$ cat src/rtl/ahb_burst_addr_gen.sv
module ahb_burst_addr_gen #(
  parameter int AW = 32,
  parameter logic [3:0] PROT = 4'b0011
) (
  input  logic          clk,
  input  logic          rst_n,
  input  logic          req_valid,
  input  logic [AW-1:0] req_addr,
  input  logic          req_write,
  input  logic [2:0]    req_size,
  input  logic [2:0]    req_kind,
  output logic          req_ready,
  output logic          req_err,
  input  logic          busy_req,
  input  logic          incr_more,
  input  logic          bus_ready,
  output logic [AW-1:0] bus_addr,
  output logic [1:0]    bus_trans,
  output logic [2:0]    bus_size,
  output logic [2:0]    bus_kind,
  output logic          bus_write,
  output logic [3:0]    bus_prot
);
  localparam logic [1:0] T_IDLE = 2'b00;
  localparam logic [1:0] T_BUSY = 2'b01;
  localparam logic [1:0] T_NSEQ = 2'b10;
  localparam logic [1:0] T_SEQ  = 2'b11;
  localparam logic [2:0] K_OPEN = 3'b001;

  logic          active, open_len;
  logic [3:0]    left;
  logic [AW-1:0] step, span_m1, next_addr;
  logic          is_wrap, last, take;
  logic [4:0]    req_beats;
  logic [11:0]   end_off;
  logic          misalign, crosses, req_bad;

  assign bus_prot  = PROT;
  assign req_ready = !active && bus_ready;
  assign take      = req_valid && req_ready;

  assign step      = AW'(1) << bus_size;
  assign is_wrap   = !bus_kind[0] && (bus_kind != 3'b000);
  assign span_m1   = (step << ({1'b0, bus_kind[2:1]} + 3'd1)) - AW'(1);
  assign next_addr = is_wrap ? ((bus_addr & ~span_m1) | ((bus_addr + step) & span_m1))
                             : (bus_addr + step);
  assign last      = open_len ? (!incr_more || (next_addr[9:0] == 10'd0)) : (left == 4'd0);

  assign req_beats = (req_kind[2:1] == 2'b00) ? 5'd1 : (5'd2 << req_kind[2:1]);
  assign end_off   = {2'b00, req_addr[9:0]} + ({7'd0, req_beats} << req_size[1:0]);
  assign misalign  = (req_size == 3'd1 && req_addr[0]) || (req_size == 3'd2 && req_addr[1:0] != 2'b00);
  assign crosses   = req_kind[0] && (req_kind != K_OPEN) && (end_off > 12'd1024);
  assign req_bad   = (req_size > 3'd2) || misalign || crosses;

  always_ff @(posedge clk or negedge rst_n) begin
    if (!rst_n) begin
      active    <= 1'b0;
      open_len  <= 1'b0;
      left      <= '0;
      req_err   <= 1'b0;
      bus_addr  <= '0;
      bus_trans <= T_IDLE;
      bus_size  <= '0;
      bus_kind  <= '0;
      bus_write <= 1'b0;
    end else begin
      req_err <= take && req_bad;
      if (bus_ready) begin
        if (!active) begin
          if (take && !req_bad) begin
            active    <= 1'b1;
            open_len  <= (req_kind == K_OPEN);
            left      <= 4'(req_beats - 5'd1);
            bus_addr  <= req_addr;
            bus_trans <= T_NSEQ;
            bus_size  <= req_size;
            bus_kind  <= req_kind;
            bus_write <= req_write;
          end
        end else if (bus_trans == T_BUSY) begin
          if (!busy_req) bus_trans <= T_SEQ;
        end else if (last) begin
          active    <= 1'b0;
          open_len  <= 1'b0;
          bus_addr  <= '0;
          bus_trans <= T_IDLE;
          bus_size  <= '0;
          bus_kind  <= '0;
          bus_write <= 1'b0;
        end else begin
          bus_addr  <= next_addr;
          left      <= left - 4'd1;
          bus_trans <= busy_req ? T_BUSY : T_SEQ;
        end
      end
    end
  end


  stall_hold_chk: assert property (@(posedge clk) disable iff (!rst_n)
    !bus_ready |=> $stable(bus_addr) && $stable(bus_trans) && $stable(bus_size)
                   && $stable(bus_kind) && $stable(bus_write));


  incr_step_chk: assert property (@(posedge clk) disable iff (!rst_n)
    (bus_trans == T_SEQ && bus_kind[0] && $past(bus_ready) && $past(bus_trans[1]))
      |-> bus_addr == $past(bus_addr) + (AW'(1) << bus_size));


  ctrl_const_chk: assert property (@(posedge clk) disable iff (!rst_n)
    (bus_trans == T_SEQ || bus_trans == T_BUSY)
      |-> $stable(bus_size) && $stable(bus_kind) && $stable(bus_write));


  no_kb_cross_chk: assert property (@(posedge clk) disable iff (!rst_n)
    (bus_trans == T_SEQ || bus_trans == T_BUSY) |-> bus_addr[AW-1:10] == $past(bus_addr[AW-1:10]));


  reject_idle_chk: assert property (@(posedge clk) disable iff (!rst_n)
    req_err |-> bus_trans == T_IDLE);


  size_limit_chk: assert property (@(posedge clk) disable iff (!rst_n)
    bus_trans != T_IDLE |-> bus_size <= 3'd2);
endmodule

$ cat config.mk
export PLATFORM = sky130hd
export DESIGN_NAME = ahb_burst_addr_gen
export DESIGN_NICKNAME = d
export VERILOG_FILES = /design/src/rtl/ahb_burst_addr_gen.sv
export SDC_FILE = /design/constraint.sdc
export NUM_CORES = 1
export LEC_CHECK = 0
export BUFFER_PORTS_ARGS = -buffer_cell sky130_fd_sc_hd__buf_2
export CORE_ASPECT_RATIO = 0.5
export CORE_MARGIN = 5
export CORE_UTILIZATION = 45
export CTS_CLUSTER_SIZE = 20
export DETAILED_ROUTE_END_ITERATION = 16
export GPL_TIMING_DRIVEN = 1
export PLACE_DENSITY_LB_ADDON = 0.1
export SLEW_MARGIN = 40
export SYNTH_ARGS = -nofsm -noshare
export SYNTH_HDL_FRONTEND = slang
export SYNTH_SLANG_ARGS = --single-unit
$ cat constraint.sdc
create_clock -name clk -period 4.9 [get_ports clk]
set_clock_uncertainty 0.1 [all_clocks]
set_input_delay 0.245 -clock clk [delete_from_list [all_inputs] [get_ports clk]]
set_output_delay 0.245 -clock clk [all_outputs]
set_load 0.05 [all_outputs]
# --- Yosys cells after proc, flatten, opt, wreduce, memory -nomap -nowiden ---
# Cells that the tools add are included.
word_totals:
  wordCells: 94
  out_inout_bits: 47
  register_bits: 48
classes:
  bitwise_logic: 4
  shifts: 4
  n_reduce_logical: 27
  addsub: 6
  n_eq_ne: 9
  muxes: 33
  magnitude_cmp: 2
ops:
  columns: ["op", "count"]
  rows:
  - ["32-bit 2-to-1 mux", 5]
  - ["32-bit bitwise AND", 2]
  - ["32-bit adder", 1]
  - ["32-bit NOT", 1]
  - ["32-bit OR", 1]
  - ["1-bit by 3-bit left shift with 32-bit output (first input constant)", 1]
  - ["32-bit by 3-bit left shift with 32-bit output", 1]
  - ["32-bit by 1-bit subtractor with 32-bit output (second input constant)", 1]
  - ["3-bit 2-to-1 mux", 6]
  - ["4-bit 2-to-1 mux", 4]
  - ["10-bit by 12-bit adder with 12-bit output", 1]
  - ["12-bit by 11-bit greater-than comparator with 1-bit output (second input constant)", 1]
  - ["2-bit 2-to-1 mux", 6]
  - ["5-bit by 2-bit left shift with 12-bit output", 1]
  - ["1-bit 2-to-1 mux", 11]
  - ["10-bit zero test", 1]
  - ["1-bit logical AND", 9]
  - ["4-bit AND reduction", 2]
  - ["4-bit by 1-bit subtractor with 4-bit output (second input constant)", 2]
  - ["3-bit by 1-bit == test with 1-bit output (second input constant)", 2]
  - ["3-bit AND reduction", 2]
  - ["5-bit 2-to-1 mux", 1]
  - ["2-bit by 2-bit left shift with 5-bit output (first input constant)", 1]
  - ["1-bit zero test", 4]
  - ["other kinds (13)", 18]

# --- Logic depth before layout (Yosys ltp) ---
# Gate-level depths: netlist of the first run.
logic_depth:
  ltp_word: 13
  depth_mapped: 17
  depth_no_buf: 15

# --- Worst setup path before layout of the first run ---
# OpenSTA, ideal clock, no wires.
synth_timing:
  path_kind: "register to register"
  startpoint: "reg bus_size[0]"
  endpoint: "reg left[0]"
  period_less_slack_ps: 4080
  slack_ps: 820
  path_stages_with_launch: 17
  t_arrival_ps: 3853
  setup_time_ps: 128
  path_cell_list: "dfrtp_1 -> buf_2 -> buf_2 -> clkbuf_1 -> nor2_1 -> ha_1 -> o211ai_1 -> o221ai_2 -> a2111o_1 -> and3_1 -> o31a_1 -> and4bb_1 -> nand4b_1 -> o21ai_2 -> buf_4 -> nand2_1 -> mux2_1"
synth_between:
  elab_chain_cells: 12
synth_rtl:
  columns: ["item", "line", "text"]
  rows:
  - ["start: declaration", "19", "output logic [2:0] bus_size,"]
  - ["start signal: assignment", "76", "bus_size <= req_size;"]
  - ["1-bit by 3-bit left shift with 32-bit output (*)", "42", "assign step = AW'(1) << bus_size;"]
  - ["32-bit by 3-bit left shift with 32-bit output", "44", "assign span_m1 = (step << ({1'b0, bus_kind[2:1]} + 3'd1)) - AW'(1);"]
  - ["32-bit by 1-bit subtractor with 32-bit output", "44", null]
  - ["32-bit NOT", "45", "assign next_addr = is_wrap ? ((bus_addr & ~span_m1) | ((bus_addr + step) & span_m1))"]
  - ["32-bit bitwise AND", "45", null]
  - ["32-bit OR", "45", null]
  - ["32-bit 2-to-1 mux (*)", "45", null]
  - ["10-bit zero test (*)", "47", "assign last = open_len ? (!incr_more || (next_addr[9:0] == 10'd0)) : (left == 4'd0);"]
  - ["1-bit logical OR (*)", "47", null]
  - ["1-bit 2-to-1 mux (*)", "47", null]
  - ["2-bit inequality test (no source line) (*)", null, null]
  - ["4-bit AND reduction (no source line) (*)", null, null]
  - ["end signal: assignment", "73", "left <= 4'(req_beats - 5'd1);"]
  - ["end signal: assignment", "92", "left <= left - 4'd1;"]
  - ["end: declaration", "31", "logic [3:0] left;"]
# Mark *: on every way between the ends. The rest lies on a longest branch, timed or not.
# A chain may end at the register's enable or synchronous reset.

# --- Worst setup path in the final report of the first run ---
layout_timing:
  startpoint: "reg bus_kind[2]"
  endpoint: "reg bus_addr[17]"
layout_between:
  elab_chain_cells: 13
layout_rtl:
  columns: ["item", "line", "text"]
  rows:
  - ["start: declaration", "20", "output logic [2:0] bus_kind,"]
  - ["start signal: assignment", "77", "bus_kind <= req_kind;"]
  - ["2-bit by 1-bit adder with 3-bit output", "44", null]
  - ["32-bit by 3-bit left shift with 32-bit output", "44", null]
  - ["32-bit by 1-bit subtractor with 32-bit output", "44", null]
  - ["32-bit NOT", "45", null]
  - ["32-bit bitwise AND", "45", null]
  - ["32-bit OR", "45", null]
  - ["32-bit 2-to-1 mux (*)", "45", null]
  - ["10-bit zero test", "47", null]
  - ["1-bit logical OR", "47", null]
  - ["1-bit 2-to-1 mux", "47", null]
  - ["32-bit 2-to-1 mux (*)", "82", "end else if (last) begin"]
  - ["32-bit 2-to-1 mux (*)", "80", "end else if (bus_trans == T_BUSY) begin"]
  - ["32-bit 2-to-1 mux (*)", "69", "if (!active) begin"]
  - ["end signal: assignment", "74", "bus_addr <= req_addr;"]
  - ["end signal: assignment", "91", "bus_addr <= next_addr;"]
  - ["end: declaration", "17", "output logic [AW-1:0] bus_addr,"]
# Mark *: on every way between the ends. The rest lies on a longest branch, timed or not. The select of a mux whose other input is x is not followed.

==> flow_summary.ini, run 1 <==
[cells_and_area]
drive_gt1_share_pct = 18.9
multiInputGateArea_um2 = 3100
num_antenna_cells = 0
regArea_um2 = 1200
nNetsFinal = 734
nFillCells = 993
layout_commonest_cell = buf_2
layout_common_cells = buf_2 (87), nand2_1 (61), nor2_1 (53)
postLayoutCellArea_um2 = 5290
syn_to_final_growth_pct = 15.0

[critical_path]
critPathMaxFanout = 27
endpoint_kind = register
cp.required_ps = 5010
worst_setup_path_start_kind = register
path_class = register to register
crit_arrival_ps = 4270

[clocking]
cts_num_sinks = 48
cts_resized = 0
cts_tree = yes
cts_max_level = 2
clkTransAtPathRegs_ps = 70
clk_latency_ps = 290
clockRootBuffer = clkbuf_16
cts_buffers = 5
clockBufferDepth = 2

[routing]
ant_nets = 0
drc = 0
post_drt_via_cell_ratio = 6.00
drt_pass1_iterations = 5
num_vias = 4864
drtIter0Drc = 368
drt-total-wl_mm = 14.6
wl_per_cell_um = 18.0

[floorplan]
num_io_pins = 92
rows = 26
die_x_um = 153
die_area_um2 = 12500
fp.coreArea_um2 = 10100
die_h_um = 81.5
start_util_pct = 45.6

[yosys]
syn_avg_cell_area_um2 = 7.68
synth_ff_type = dfrtp_1
synth_async_sr_flop_share_pct = 100
seq_area_frac_synth_pct = 26.1
synth_seq_cells = 48
syn_inst = 599
synth_edf_count = 0
yosys_warnings = 0
synth_area_um2 = 4600
yosys.cell_types.count = 85

[power]
powerDensity_nw_per_um2 = 601
ir_drop_uv = 356
power.leakage_nw = 2.35

[global_route]
grt_pass1_vias = 4438
grt_max_degree = 49
grt_pass1_wl_mm = 23.6
grt_antenna_before_repair = 0
grt_usage_pct = 23.4
grt-ovfl-total = 0

[sta]
min_period_over_period_pct = 84.7
min_period_ps = 4150
timing.fmax_mhz = 241
hold_viol = 0
max_slew_margin_pct = 48.7
fin_setup_tns_ps = 0
rsz0062_at_grt = no
worst_pin_slew_ps = 768
finalSetupViolCount = 0
fin_ws_ps = 748
slew_violations = 0

[placed_design]
dp_slack_ps = 795
gp_congestion = 0.933
portBuffers = 87
hpwlAfterDp_mm = 11.0
postPlaceCellArea_um2 = 5140

[outcome]
status = completed

[job]
drv_cap = 0

[hold_path]
hold_class = input pin to register
worst max-delay path, cell delays in order, from the launching register on:
cell,delay [ps]
dfrtp_1,450
ha_1,640
nor3_1,170
nand2_1,150
ha_1,230
o221ai_1,200
nand3b_2,350
o211a_1,280
nor3_2,270
xnor2_1,190
a21oi_4,650
a32oi_1,200
o22ai_1,190
Yosys cell counts (all sizes together) (9+ instances only):
cell type	number	share of area (%)
nor2	54	4.4
nor2b	10	1.5
nand2	61	5.0
or3	14	1.9
nor3	17	2.0
and3	10	1.4
inv	26	2.1
clkbuf	21	1.7
a21oi	38	4.4
nand3	37	4.0
a22oi	14	2.3
dfrtp	48	26
xnor2	13	2.5
ha	17	4.6
and2	9	1.2
buf	21	2.7
a31oi	10	1.4
o21ai	36	4.0
per-stage QoR:
step | instances | util (%) | hold slack [ps] | power, mW
2_1_floorplan | 601 | - | -151 | 2.28
5_1_grt | 811 | 52.4 | 66.9 | 3.42
3_5_place_dp | 803 | 51.0 | 301 | 2.81
4_1_cts | 811 | 52.4 | 58.4 | 3.16
3_3_place_gp | 803 | 51.0 | 302 | 2.81
6_report | 811 | 52.4 | 54.9 | 3.18
logic make-up (layout without fill, tap and decap cells):
| group | count (synthesis) | count (layout) | synth area share, % |
|---|---|---|---|
| flip-flops | 48 | 48 | 26.1 |
| AO/OA/AOI/OAI | 184 | 184 | 28.0 |
| multiplexers | 9 | 9 | 1.99 |
| AND/OR/NAND/NOR | 250 | 250 | 28.1 |
| XOR/XNOR | 17 | 17 | 3.24 |
| adder cells (fa/ha/maj) | 21 | 21 | 5.74 |
| buffers and inverters | 68 | 138 | 6.59 |
| other | 2 | 4 | 0.163 |
cell type report:
type,count,area share (%)
multi-input combinational,485,58.7
clock buffer,5,2.37
timing repair buffer,105,10.8
clock inverter,2,0.237
inverter,26,1.85
sequential,48,22.7
tap,140,3.31
power breakdown:
part           total, mW  internal [mW]  switching (mW)  leakage [nW]
registers          0.749          0.542           0.208         0.543
clock network      0.343          0.186           0.157        0.0657
logic               2.08          0.681            1.40          1.74
worst paths after layout:
| path | startpoint | endpoint | slack, ps | cells past startpoint |
|---|---|---|---|---|
| worst max-delay path | bus_kind[2] | bus_addr[17] | 750 | 12 |
| worst min-delay path | req_addr[18] | bus_addr[18] | 50 | 3 |
| worst max register to register | bus_kind[2] | bus_addr[17] | 750 | 12 |
| worst min register to register | bus_write | bus_write | 400 | 1 |
| max in group asynchronous | rst_n | bus_kind[1] | 3760 | 3 |
| min in group asynchronous | rst_n | bus_addr[27] | 500 | 3 |
layer usage:
metal  share of wire (%)  global-route usage, %  up-vias
li1                    -                      -     2372
met4                 1.0                   4.18        0
met5                   0                      0        -
met3                 7.4                   4.84       15
met2                  41                   34.8      183
met1                  50                   35.3     2294
timing repair:
| item | CTS | global route |
|---|---|---|
| hold buffers | 1 | 0 |
| endpoints found under the hold margin | 39 | 0 |
| buffers inserted | 0 | 0 |
flip-flops by register name (all words and copies together) (netlist names):
| name | count |
|---|---|
| bus_size | 3 |
| bus_kind | 3 |
| bus_trans | 2 |
| left | 4 |
| req_err | 1 |
| active | 1 |
| open_len | 1 |
| bus_addr | 32 |
| bus_write | 1 |
Note: power is estimated with default switching activity, not from simulation.
==> run 2, diff against run 1 <==
--- a/config.mk
+++ b/config.mk
@@ -5,6 +5,7 @@
 export SDC_FILE = /design/constraint.sdc
 export NUM_CORES = 1
 export LEC_CHECK = 0
+export ABC_AREA = 1
 export BUFFER_PORTS_ARGS = -buffer_cell sky130_fd_sc_hd__buf_2
 export CORE_ASPECT_RATIO = 0.5
 export CORE_MARGIN = 5
==> constraint.sdc (replaced) <==
create_clock -name clk -period 3.9 [get_ports clk]
set_clock_uncertainty 0.1 [all_clocks]
set_input_delay 0.195 -clock clk [delete_from_list [all_inputs] [get_ports clk]]
set_output_delay 0.195 -clock clk [all_outputs]
set_load 0.05 [all_outputs]
==> flow_summary.ini, run 2 <==
[cells_and_area]
reg_top3 = bus_addr (32), left (4)
utilization_pct = 52.1
num_antenna_cells = 0
layout_commonest_cell = nand2_1
syn_to_final_growth_pct = 13.9
drive_gt1_share_pct = 18.7
final_cell_count_no_fill = 1010
layout_common_cells = nand2_1 (186), nand3_1 (97), buf_2 (87)
largest_reg_flops = 32
nNetsFinal = 927
largest-register = bus_addr

[global_route]
use_met3_pct = 3.53
grt-ovfl-total = 0
gr-max-usage-layer = met2
grt_antenna_before_repair = 0
use_met2_pct = 35.1
grt_util_met1_pct = 34.1
grt_max_degree = 49
grt_pass1_wl_mm = 25.7
grt_pass1_vias = 5138
grt_usage_pct = 22.7

[critical_path]
worstSetupStartpoint = bus_kind[2]
timing.rr.start = bus_kind[2]
crit_path_cell_trace = ha_1 -> inv_1 -> nand3_1 -> nand2_1 -> nand2_1 -> nand2_1 -> nand2_1 -> nor2_1 -> nand4_1 -> nor2_1 -> ha_1 -> nor2_1 -> nor4_1 -> nand3_1 -> xnor2_1 -> nand3_1 -> a21oi_1
reg2reg_depth = 17
critPathMaxStageDelay_ps = 420
crit_family = simple AND/OR/NAND/NOR gates
crit_arrival_ps = 3540
worst_setup_path_start_kind = register
critPathMaxFanout = 15
reg2reg_setup_slack_ps = 490
r2r_end = bus_addr[30]
path_class = register to register
crit_top_cell = nand2_1
cp.buffers_inverters = 1
endpoint_kind = register
crit_slowest_cell = dfrtp_1
cp.required_ps = 4020

[clocking]
clockBufferDepth = 2
cts_tree = yes
clockRootBuffer = clkbuf_16
cts_setup_buffers = 0
clk_latency_ps = 300
cts_num_sinks = 48
clkTransAtPathRegs_ps = 70
cts_max_level = 2
cts_buffers = 5

[routing]
num_vias = 5360
drc = 0
drt-total-wl_mm = 15.4
post_drt_via_cell_ratio = 5.31
wl_per_cell_um = 15.2
drt_pass1_iterations = 5
ant_nets = 0
drtIter0Drc = 413

[sta]
max_slew_margin_pct = 56.2
worst_pin_slew_ps = 657
finalSetupViolCount = 0
fin_setup_tns_ps = 0
min_period_over_period_pct = 87.4
hold_viol = 0
rsz0062_at_grt = no
min_period_ps = 3410
slew_violations = 0
timing.fmax_mhz = 293

[yosys]
synth_common_cells = nand2_1 (186), nand3_1 (97), a21oi_1 (83)
synthTopCellsByArea = dfrtp_1 (24%), nand2_1 (14%), nand3_1 (9.7%), a21oi_1 (8.3%), nor2_1 (6.1%)
synth_async_sr_flop_share_pct = 100
seq_area_frac_synth_pct = 24.0
yosysTopAreaCell = dfrtp_1
synth_edf_count = 0
syn_avg_cell_area_um2 = 6.38
synth_seq_cells = 48
yosys.cell_types.count = 42
syn_inst = 786
yosys_warnings = 0
synth_ff_type = dfrtp_1
post-synth-top-count-cell = nand2_1
synth_top_area_share_pct = 24.0
synth_area_um2 = 5010

[outcome]
status = completed

[hold_path]
whs_endpoint = bus_write
holdCritStartpoint = req_write
hold_depth = 3
hold_class = input pin to register

[power]
ir_drop_uv = 433
power.leakage_nw = 3.02
powerDensity_nw_per_um2 = 961

[floorplan]
start_util_pct = 45.8
rows = 27
num_io_pins = 92
die_area_um2 = 13500
fp.coreArea_um2 = 10900
die_x_um = 159
die_h_um = 84.6

[placed_design]
portBuffers = 87
hpwlAfterDp_mm = 11.9
gp_congestion = 0.879
dp.cells = 1001

[job]
drv_cap = 0
[run 2: cell types whose count changed in the layout (fill, tap and decap cells not counted), sizes merged, moves of 13 or more]
cell	change
inv	+60
a22oi	-14
nand2	+135
a21oi	+46
or3	-13
xor2	+15
nor2	+33
nand3	+86
nand4	+14
o21ai	-16
[run 2: final cells by class]
type | instances | area [µm²]
clock inverter | 1 | 8.76
timing repair buffer | 103 | 558
tap | 145 | 181
inverter | 89 | 334
fill | 1166 | 5240
sequential | 48 | 1200
clock buffer | 7 | 143
multi-input combinational | 617 | 3280
[run 2: cell families (layout without fill, tap and decap cells)]
kind of cell	Yosys count	after routing	share of synthesized area, %
xor gates and xnor gates	33	33	5.77
buffers and inverters	123	200	10.9
adders and majority gates	18	18	4.64
AOI/OAI and AO/OA	114	114	12.0
and+or+nand+nor	448	448	42.6
other	2	4	0.150
DFF	48	48	24.0
[run 2: worst max path at each step]
stage,end,depth (start not counted)
6_report,bus_addr[30],17
5_1_grt,bus_addr[30],17
4_1_cts,bus_addr[30],17
3_5_place_dp,bus_addr[22],21
3_3_place_gp,bus_kind[2],21
2_1_floorplan,bus_addr[19],20
[run 2: tightest hold or removal path, cell delays in order]
cell,delay (ps)
buf_2,80
nand3_1,60
nand2_1,60
[run 2: per-stage QoR]
stage               power (mW)  hold slack, ps  worst slack [ps]  cell area (µm²)
floorplan                 4.16            -201               838             5020
detailed placement        5.01             250               251             5550
global placement          4.97             251               348             5540
finish                    5.49            30.3               490             5710
CTS                       5.49            31.5               543             5710
global route              5.99            41.5               146             5710
[run 2: what timing repair did]
item | 4_1_cts | 5_1_grt
gates resized for setup | 0 | 0
hold buffers | 1 | 0
endpoints found under the hold margin | 48 | 0
[run 2: routing by layer]
layer	routed length [µm]	up-vias	part of all wire, %
li1	-	2745	-
met1	7880	2466	51
met2	6600	137	43
met3	808	12	5.2
met4	106	0	0.69
met5	0	-	0
[run 2: power by group]
part | internal, mW | total, mW | leakage [nW] | switching, mW
combinational | 1.19 | 3.92 | 2.39 | 2.73
clock | 0.258 | 0.465 | 0.0741 | 0.207
sequential | 0.735 | 1.10 | 0.561 | 0.366
total | 2.18 | 5.49 | 3.02 | 3.30
==> run 3, diff against run 2 <==
--- a/config.mk
+++ b/config.mk
@@ -6,12 +6,14 @@
 export NUM_CORES = 1
 export LEC_CHECK = 0
 export ABC_AREA = 1
-export BUFFER_PORTS_ARGS = -buffer_cell sky130_fd_sc_hd__buf_2
+export CELL_PAD_IN_SITES_DETAIL_PLACEMENT = 0
+export CELL_PAD_IN_SITES_GLOBAL_PLACEMENT = 1
 export CORE_ASPECT_RATIO = 0.5
 export CORE_MARGIN = 5
 export CORE_UTILIZATION = 45
 export CTS_CLUSTER_SIZE = 20
 export DETAILED_ROUTE_END_ITERATION = 16
+export DONT_BUFFER_PORTS = 1
 export GPL_TIMING_DRIVEN = 1
 export PLACE_DENSITY_LB_ADDON = 0.1
 export SLEW_MARGIN = 40
==> flow_summary.ini, run 3 (synthesis results as in run 2) <==
[outcome]
status = completed

[cells_and_area]
postLayoutCellArea_um2 = 5430
nNetsFinal = 856
layout_commonest_cell = nand2_1
syn_to_final_growth_pct = 8.39
reg_top3 = bus_addr (32), left (4)
utilization_pct = 49.6
layout_common_cells = nand2_1 (186), nand3_1 (97), a21oi_1 (83)
drive_gt1_share_pct = 10.7
largest_reg_flops = 32
largest-register = bus_addr
final_cell_count_no_fill = 939
num_antenna_cells = 0

[clocking]
clockRootBuffer = clkbuf_16
cts_tree = yes
cts_resized = 0
ctsHoldBuffers = 9
cts_setup_buffers = 0
cts_num_sinks = 48
clockBufferDepth = 2
cts_buffers = 5
clkTransAtPathRegs_ps = 70
cts_max_level = 2
clk_latency_ps = 290

[global_route]
grt_usage_pct = 23.3
grt_max_degree = 49
grt_pass1_wl_mm = 26.1
grt-ovfl-total = 0
grt_antenna_before_repair = 0
grt_pass1_vias = 4900

[placed_design]
postPlaceCellArea_um2 = 5170
hpwlAfterDp_mm = 12.1
gp_congestion = 0.923
portBuffers = 0
dp.cells = 922

[routing]
wl_per_cell_um = 16.7
drt_pass1_iterations = 5
drtIter0Drc = 296
drc = 0
ant_nets = 0
post_drt_via_cell_ratio = 5.43
drt-total-wl_mm = 15.7
num_vias = 5099

[sta]
max_slew_margin_pct = 51.2
timing.fmax_mhz = 293
worst_pin_slew_ps = 724
worst_hold_slack_ps = 10.4
rsz0062_at_grt = no
min_period_over_period_pct = 87.5
slew_violations = 0
finalSetupViolCount = 0
hold_viol = 0
min_period_ps = 3410
fin_setup_tns_ps = 0

[job]
drv_cap = 0

[critical_path]
cp.required_ps = 4010
critPathMaxFanout = 33
crit_arrival_ps = 3520
path_class = register to register
endpoint_kind = register
worst_setup_path_start_kind = register

[floorplan]
die_area_um2 = 13500
num_io_pins = 92
die_h_um = 84.6
rows = 27
fp.coreArea_um2 = 10900
start_util_pct = 45.8
die_x_um = 159

[power]
powerDensity_nw_per_um2 = 989
power.leakage_nw = 2.76
ir_drop_uv = 451

[hold_path]
hold_class = input pin to register
## run 3: changes by cell type in the layout (fill, tap and decap cells not counted)
cell | before | now
buf_16 | 0 | 1
nor2_1 | 82 | 81
dlygate4sd3_1 | 1 | 8
buf_4 | 15 | 23
nor2_2 | 2 | 3
buf_2 | 87 | 0
## run 3: power breakdown
| part | internal (mW) | switching, mW | leakage [nW] | total, mW |
|---|---|---|---|---|
| clock | 0.257 | 0.194 | 0.0741 | 0.451 |
| combinational | 1.11 | 2.19 | 2.12 | 3.30 |
| sequential | 0.721 | 0.902 | 0.561 | 1.62 |
## run 3: critical path: stages, from the launching register on
cell and delay (ps):
dfrtp_1 680, inv_2 90, nand3_1 190, inv_1 100, ha_1 320, inv_1 110
o21bai_1 80, a21oi_1 130, nand2_1 120, nand2_1 90, nand2_2 90, nand2_1 80
nand2_1 50, nand2_1 100, nor2_1 50, nand2_1 80, nand2_2 80, nand2_4 80
buf_4 400, nand3_1 130, a21oi_1 170
## run 3: metrics by stage
stage	power, mW	setup WS [ps]
final	5.37	487
after detailed placement	4.89	403
after global placement	4.87	459
after floorplan	4.16	838
after CTS	5.39	476
after global routing	5.88	77.9
## run 3: worst paths after layout
| check | end | slack, ps | cells after the start | startpoint |
|---|---|---|---|---|
| setup / recovery | bus_addr[0] | 490 | 20 | bus_size[0] |
| hold / removal | open_len | 10 | 3 | req_kind[1] |
| setup reg to reg | bus_addr[0] | 490 | 20 | bus_size[0] |
| hold reg to reg | left[1] | 420 | 2 | left[1] |
| max in group asynchronous | bus_addr[3] | 3150 | 2 | rst_n |
| min in group asynchronous | bus_addr[22] | 320 | 2 | rst_n |
## run 3: layout make-up
class / count / area, µm²
Fill cell: 1171 / 5510
Multi-Input combinational cell: 617 / 3280
Sequential cell: 48 / 1200
Inverter: 89 / 334
Timing Repair Buffer: 32 / 280
Tap cell: 145 / 181
Clock buffer: 7 / 143
Clock inverter: 1 / 8.76
## run 3: routing by layer
| metal | share of wire (%) | global-route usage [%] | up-vias |
|---|---|---|---|
| met1 | 50 | 33.3 | 2335 |
| met4 | 1.2 | 3.17 | 0 |
| met5 | 0 | 0 | - |
| met3 | 7.2 | 6.67 | 19 |
| li1 | - | - | 2605 |
| met2 | 42 | 35.9 | 140 |
